`config.mk`:
```
export PLATFORM = sky130hd
export DESIGN_NAME = fu_ctl
export DESIGN_NICKNAME = d
export VERILOG_FILES = /design/src/rtl/fu_ctl_pkg.sv /design/src/rtl/fu_ctl_seq.sv /design/src/rtl/fu_ctl_oplatch.sv /design/src/rtl/fu_ctl_result.sv /design/src/rtl/fu_ctl.sv
export SDC_FILE = /design/constraint.sdc
export NUM_CORES = 1
export LEC_CHECK = 0
export BUFFER_PORTS_ARGS = -buffer_cell sky130_fd_sc_hd__buf_2
export CAP_MARGIN = 10
export CORE_MARGIN = 2
export CORE_UTILIZATION = 42
export CTS_CLUSTER_DIAMETER = 120
export CTS_CLUSTER_SIZE = 12
export DETAILED_ROUTE_END_ITERATION = 8
export PLACE_DENSITY = 0.76
export SLEW_MARGIN = 0
export SYNTH_ARGS = -nofsm -noshare
export SYNTH_HDL_FRONTEND = slang
export SYNTH_SLANG_ARGS = --single-unit
```
`constraint.sdc`:
```
create_clock -name clk -period 1.4 [get_ports clk]
set_input_delay 0.07 -clock clk [delete_from_list [all_inputs] [get_ports clk]]
set_output_delay 0.07 -clock clk [all_outputs]
set_load 0.02 [all_outputs]
```
`src/rtl/fu_ctl_pkg.sv`:
```
package fu_ctl_pkg;
  typedef enum logic [1:0] {
    ST_IDLE   = 2'd0,
    ST_RDWAIT = 2'd1,
    ST_EXEC   = 2'd2,
    ST_WRWAIT = 2'd3
  } fu_state_e;
endpackage

```
`src/rtl/fu_ctl_seq.sv`:
```
module fu_ctl_seq
  import fu_ctl_pkg::*;
(
  input  logic clk,
  input  logic rst_n,
  input  logic kill,
  input  logic issue_valid,
  input  logic rd_grant,
  input  logic exe_done,
  input  logic shadow_n,
  input  logic wr_grant,
  output logic busy,
  output logic rd_req,
  output logic wr_req,
  output logic exe_start,
  output logic accept,
  output logic capture,
  output logic wr_fire
);
  fu_state_e state_q, state_d;
  logic      start_q;
  logic      rd_fire;

  assign busy      = (state_q != ST_IDLE);
  assign rd_req    = (state_q == ST_RDWAIT);
  // a pending write is released only while the shadow hold is off
  assign wr_req    = (state_q == ST_WRWAIT) && shadow_n;
  assign accept    = issue_valid && !busy && !kill;
  assign rd_fire   = rd_req && rd_grant && !kill;
  assign capture   = (state_q == ST_EXEC) && exe_done && !kill;
  assign wr_fire   = wr_req && wr_grant && !kill;
  assign exe_start = start_q;

  always_comb begin
    state_d = state_q;
    unique case (state_q)
      ST_IDLE:   if (accept)  state_d = ST_RDWAIT;
      ST_RDWAIT: if (rd_fire) state_d = ST_EXEC;
      ST_EXEC:   if (capture) state_d = ST_WRWAIT;
      ST_WRWAIT: if (wr_fire) state_d = ST_IDLE;
      default:                state_d = ST_IDLE;
    endcase
    if (kill) state_d = ST_IDLE;
  end

  always_ff @(posedge clk or negedge rst_n) begin
    if (!rst_n) begin
      state_q <= ST_IDLE;
      start_q <= 1'b0;
    end else begin
      state_q <= state_d;
      start_q <= rd_fire;
    end
  end
endmodule

```
`src/rtl/fu_ctl_oplatch.sv`:
```
module fu_ctl_oplatch #(
  parameter int OPW  = 4,
  parameter int DW   = 16,
  parameter int NSRC = 2
) (
  input  logic                      clk,
  input  logic                      rst_n,
  input  logic                      clear,
  input  logic                      open_gate,
  input  logic [OPW-1:0]            op_in,
  input  logic [NSRC-1:0][DW-1:0]   src_in,
  output logic [OPW-1:0]            op_out,
  output logic [NSRC-1:0][DW-1:0]   src_out
);
  // opcode kept inverted so the cleared storage reads back as all ones
  logic [OPW-1:0] op_inv_q;

  always_ff @(posedge clk or negedge rst_n) begin
    if (!rst_n)         op_inv_q <= '0;
    else if (clear)     op_inv_q <= '0;
    else if (open_gate) op_inv_q <= ~op_in;
  end
  assign op_out = ~op_inv_q;

  for (genvar g = 0; g < NSRC; g++) begin : g_src
    logic [DW-1:0] val_q;
    always_ff @(posedge clk or negedge rst_n) begin
      if (!rst_n)         val_q <= '0;
      else if (clear)     val_q <= '0;
      else if (open_gate) val_q <= src_in[g];
    end
    assign src_out[g] = val_q;
  end
endmodule

```
`src/rtl/fu_ctl_result.sv`:
```
module fu_ctl_result #(
  parameter int DW = 16
) (
  input  logic          clk,
  input  logic          rst_n,
  input  logic          clear,
  input  logic          capture,
  input  logic [DW-1:0] result_in,
  input  logic          drive,
  output logic [DW-1:0] res_data
);
  logic [DW-1:0] hold_q;

  always_ff @(posedge clk or negedge rst_n) begin
    if (!rst_n)       hold_q <= '0;
    else if (clear)   hold_q <= '0;
    else if (capture) hold_q <= result_in;
  end

  assign res_data = drive ? hold_q : '0;
endmodule

```
`src/rtl/fu_ctl.sv`:
```
module fu_ctl #(
  parameter int OPW = 4,
  parameter int DW  = 16
) (
  input  logic           clk,
  input  logic           rst_n,
  input  logic           kill,
  input  logic           issue_valid,
  output logic           issue_ready,
  input  logic [OPW-1:0] issue_op,
  input  logic [DW-1:0]  issue_src1,
  input  logic [DW-1:0]  issue_src2,
  output logic           busy,
  output logic           rd_req,
  input  logic           rd_grant,
  output logic           exe_start,
  output logic           exe_cancel,
  output logic [OPW-1:0] exe_op,
  output logic [DW-1:0]  exe_src1,
  output logic [DW-1:0]  exe_src2,
  input  logic           exe_done,
  input  logic [DW-1:0]  exe_result,
  input  logic           shadow_n,
  output logic           wr_req,
  input  logic           wr_grant,
  output logic [DW-1:0]  res_data
);
  localparam int NSRC = 2;

  logic                    accept, capture, wr_fire;
  logic [NSRC-1:0][DW-1:0] src_bus, src_lat;

  fu_ctl_seq u_seq (
    .clk        (clk),
    .rst_n      (rst_n),
    .kill       (kill),
    .issue_valid(issue_valid),
    .rd_grant   (rd_grant),
    .exe_done   (exe_done),
    .shadow_n   (shadow_n),
    .wr_grant   (wr_grant),
    .busy       (busy),
    .rd_req     (rd_req),
    .wr_req     (wr_req),
    .exe_start  (exe_start),
    .accept     (accept),
    .capture    (capture),
    .wr_fire    (wr_fire)
  );

  assign src_bus = {issue_src2, issue_src1};

  fu_ctl_oplatch #(.OPW(OPW), .DW(DW), .NSRC(NSRC)) u_lat (
    .clk      (clk),
    .rst_n    (rst_n),
    .clear    (kill),
    .open_gate(accept || rd_req),
    .op_in    (issue_op),
    .src_in   (src_bus),
    .op_out   (exe_op),
    .src_out  (src_lat)
  );

  assign exe_src1 = src_lat[0];
  assign exe_src2 = src_lat[1];

  fu_ctl_result #(.DW(DW)) u_res (
    .clk      (clk),
    .rst_n    (rst_n),
    .clear    (kill),
    .capture  (capture),
    .result_in(exe_result),
    .drive    (wr_fire),
    .res_data (res_data)
  );

  assign issue_ready = !busy;
  assign exe_cancel  = kill;
endmodule

```
# Yosys cells after proc, flatten, opt, wreduce, memory -nomap -nowiden
# Cells that the tools add are included.
# word_totals
register_bits,55
latchBits,0
ramBits,0
mem_bits_ro,0
inputBits,60
wordCells,47
mem_count,0
# classes
add_sub_neg,0
mul,0
div_mod_pow,0
n_lt_le_gt_ge,0
n_eq_ne,7
shifts,0
n_mux,15
n_bitwise,2
n_reduce_logical,17
# ops
op,count
16-bit two-way mux,7
2-bit two-way mux,5
1-bit logical AND,9
4-bit two-way mux,2
4-bit inverter,2
2-bit one-hot mux with 4 select lines,1
3-bit by 2-bit inequality test with 1-bit output (second input constant),2
3-bit inequality test (second input constant),2
2-bit nonzero test,3
2-bit equality test (second input constant),2
4-bit AND reduction,1
2-bit by 1-bit equality test with 1-bit output (second input constant),1
1-bit zero test,2
2-bit zero test,1
1-bit logical OR,1

# Longest topological paths before layout
# depth
ltp_word,7
mapped_depth,7
depth_no_buf,5

# By module
# Synthesis repeated with hierarchy kept, for this count alone.
# hier_totals
cells_unflattened,223
area_unflattened_um2,2588.7
# modules_own_cells
mod,instances,cells_per_inst,area_each_um2,seq_area_each_um2
fu_ctl_oplatch,1,124,1527.7,900.9
fu_ctl_result,1,69,765.7,400.4
fu_ctl_seq,1,27,277.8,75.1
fu_ctl,1,3,17.5,0.0

# Worst setup path before layout
# Ideal clock, no wire load.
# synth_timing
path_kind,register -> register
from,register u_seq.state_q[0]
to,register u_lat.g_src[0].val_q[10]
t_arrival_ns,1.488
required_ns,1.267
path_slack_ns,-0.221
path_stages_with_launch,6
path_buffers,1
synth_period_minus_slack_ns,1.621
cell_sequence,dfrtp_1 > inv_1 > ha_1 > a211oi_4 > clkbuf_1 > o21ai_0
# synth_between
elab_chain_len,6
# synth_lines
element,line,rtl
"start, declared",fu_ctl_seq.sv:20,"fu_state_e state_q, state_d;"
"start signal, assigned",fu_ctl_seq.sv:51,state_q <= state_d;
2-bit nonzero test,fu_ctl_seq.sv:24,assign busy = (state_q != ST_IDLE);
1-bit zero test,--,
via issue_ready,fu_ctl.sv:9,"output logic issue_ready,"
1-bit logical AND (2 in a row),fu_ctl_seq.sv:28,assign accept = issue_valid && !busy && !kill;
1-bit logical OR,fu_ctl.sv:57,".open_gate(accept || rd_req),"
2-bit nonzero test (no line),--,
"end signal, assigned",fu_ctl_oplatch.sv:30,else if (open_gate) val_q <= src_in[g];
"end, declared",fu_ctl_oplatch.sv:26,logic [DW-1:0] val_q;
# The timed path passes the listed nets, and every way through them passes these cells.
# A chain may end at the register's enable or synchronous reset.

# Worst setup path in the final report
# layout_timing
from,register u_seq.state_q[0]
to,register u_lat.g_src[1].val_q[2]
# layout_between
elab_chain_len,6
# layout_lines
element,line
2-bit nonzero test,fu_ctl_seq.sv:24
1-bit zero test,fu_ctl_seq.sv:28
1-bit logical AND (2 in a row),fu_ctl_seq.sv:28
1-bit logical OR (*),fu_ctl.sv:57
2-bit nonzero test (no line) (*),--
"end signal, assigned",fu_ctl_oplatch.sv:30
"end, declared",fu_ctl_oplatch.sv:26
# Mark *: on every way between the ends. The rest lies on a longest branch, timed or not.

==> qor.yml <==
global_routing:
  grt_pass1_vias: 2223
  grt_pass1_wl_um: 10200
  grt-ovfl-total: 0
  grt_max_degree: 56
  grt_antenna_before_repair: 0
  grt_usage: 0.199
critical_path:
  cp.arrival_ns: 1.85
  worstSetupStartpointType: "flop"
  crit_path_cell_trace: "buf_6 -> inv_6 -> ha_4 -> a211oi_4 -> buf_6 -> clkbuf_16 -> nand2_1 -> o21ai_1"
  reg2reg_depth: 8
  cp_max_fo: 16
  critical-path-slowest-cell: "dfrtp_1"
  slowest_delay_ns: 0.42
  crit_type: "reg -> reg"
  setup.worst_path.end_class: "flop"
  cp_common_cell: "buf_6"
  worst_ep_required_time_ns: 1.62
route:
  first_pass_iters: 4
  wl_met1_um: 2720
  wl_um: 6980
  wire_per_inst_um: 14.1
  vias_per_cell: 4.83
  vias: 2388
  drc: 0
  wl_met3_um: 307
  final_antenna_net_count: 0
  dr_wl_met2_um: 3810
  top_layer_used: "met4"
  drtIter0Drc: 95
final_layout:
  final_cell_mix: "buf_2, nand2_1, dfrtp_1"
  final_util: 0.691
  finalNetCount: 483
  final_common_cell: "buf_2"
  n_antenna_cell: 0
  area_growth_pct: 60.1
  finish.instance_area_um2: 4040
  drive_gt1_frac: 0.465
  fillers: 461
power_and_ir_drop:
  ir_worst_vdd_mv: 1.19
  power_uw: 5540
  p_leak_uw: 0.00202
  power_per_cell_area_nw_per_um2: 1370
clock_tree:
  cts_max_level: 2
  cts_tree: "yes"
  clockBufferDepth: 2
  cts.clk_slew.worst_paths_ns: 0.10
  clock-root-buffer: "clkbuf_8"
  numCtsBuffers: 5
  clock_latency_ns: 0.30
  cts_sinks: 55
sta:
  rsz0062_at_grt: "true"
  worst_slack_ns: -0.228
  max_freq_ghz: 0.614
  final-hold-violation-count: 0
  skew_ns: 0.0136
  fin_crit_ns: 1.63
  slew_violations: 0
  setup_tns_ns: -9.46
  finalSetupViolCount: 56
  post-route-period-util: 1.16
  worst_pin_slew_ns: 0.339
  relSlewSlack: 0.774
job:
  drv_cap: 0
place:
  post-dp-hpwl_um: 4220
  dp_slack_ns: -0.319
  placed_cell_area_um2: 3290
  gp_congestion: 0.787
  io_buffers: 117
floorplan:
  chipWidth_um: 81.5
  initial_core_util: 0.432
  num_rows: 28
  die_height_um: 81.5
  pin_count: 118
  die-area_um2: 6650
  core_area_um2: 5850
synth:
  yosys_warnings: 0
  netlist-cell-type-count: 20
  syn_inst: 271
  syn_nets: 336
  synth-seq-area-share: 0.545
  syn_area_um2: 2520
  syn_avg_cell_area_um2: 9.32
  synth_seq_cells: 55
min_path:
  worstHoldPathType: "in -> reg"
  worstHoldPathCells: 3
outcome:
  status: "complete, but fails checks"
  violations: "negative setup slack"
synth_stat cells (all sizes together):
master	n	area share
nand2	71	0.11
dfrtp	55	0.55
nand2b	35	0.087
o21ai	32	0.063
and2	18	0.045
a21oi	16	0.032
buf	9	0.019
clkbuf	9	0.013
inv	7	0.010
ha	5	0.025
o31ai	4	0.012
nor2b	3	0.0074
mux2i	2	0.0079
a2111oi	1	0.011
a211oi	1	0.0079
nor2	1	0.0015
nor3b	1	0.0050
o21bai	1	0.0030
state kept, by name, summed over array words and instances (netlist names):
| signal | cells |
|---|---|
| u_lat.g_src.val_q | 32 |
| u_lat.op_inv_q | 4 |
| u_res.hold_q | 16 |
| u_seq.exe_start | 1 |
| u_seq.state_q | 2 |
per-layer routing:
| layer | track usage | vias to the layer above |
|---|---|---|
| li1 | - | 1160 |
| met1 | 0.241 | 1143 |
| met2 | 0.352 | 73 |
| met3 | 0.0352 | 12 |
| met4 | 0.0763 | 0 |
| met5 | 0 | - |
cell families (layout without fill, tap and decap cells):
| kind of cell | count (synthesis) | in the layout | share of synthesized area |
|---|---|---|---|
| AOI/OAI and AO/OA | 55 | 55 | 0.129 |
| adders and majority gates | 5 | 5 | 0.0248 |
| buffers and inverters | 25 | 172 | 0.0426 |
| DFF | 55 | 55 | 0.545 |
| muxes | 2 | 2 | 0.00793 |
| and+or+nand+nor | 129 | 130 | 0.251 |
layout make-up:
class                   count  area, µm²  share of cell area
clock buffers               7       76.3              0.0189
clock inverters             1       5.00             0.00124
inverters                   7       36.3             0.00898
multi-input cells         192       1250               0.311
flip-flops and latches     55       1380               0.341
well taps                  75       93.8              0.0232
repair buffers            157       1200               0.297
power breakdown:
| part | total, µW | switching (µW) | internal [µW] |
|---|---|---|---|
| combinational | 2600 | 1400 | 1200 |
| clock | 843 | 490 | 353 |
| sequential | 2090 | 204 | 1890 |
path summary, 6_finish.rpt:
| path | startpoint | to | slack [ns] |
|---|---|---|---|
| max | u_seq.state_q[0] | u_lat.g_src[1].val_q[2] | -0.23 |
| min | exe_result[0] | u_res.hold_q[0] | 0.002 |
| max reg2reg | u_seq.state_q[0] | u_lat.g_src[1].val_q[2] | -0.23 |
| min reg2reg | u_lat.g_src[0].val_q[7] | u_lat.g_src[0].val_q[7] | 0.49 |
| max in group asynchronous | rst_n | u_res.hold_q[5] | 0.86 |
| min in group asynchronous | rst_n | u_res.hold_q[4] | 0.27 |
critical path: cells and delay by family (launching register included):
family	cells	cell delay, ns
AND/OR/NAND/NOR	1	0.06
AO/OA/AOI/OAI	2	0.32
flip-flops	1	0.42
adder cells (fa/ha/maj)	1	0.16
buffers and inverters	4	0.57
per-stage QoR:
stage | cells | hold slack (ns)
CTS | 490 | 0.00000136
global route | 494 | 0.000373
finish | 494 | 0.00176
global placement | 456 | 0.0887
detailed placement | 456 | 0.0911
floorplan | 271 | -0.226
timing repair:
| action | CTS | global route |
|---|---|---|
| pin swaps | 3 | 20 |
| setup endpoints to repair | 72 | 74 |
| buffers inserted | 5 | 3 |
| hold buffers | 20 | 0 |
| gates resized for setup | 51 | 80 |
| endpoints found under the hold margin | 74 | 0 |
| cloned | 1 | 4 |
(Power assumes the default switching activity.)
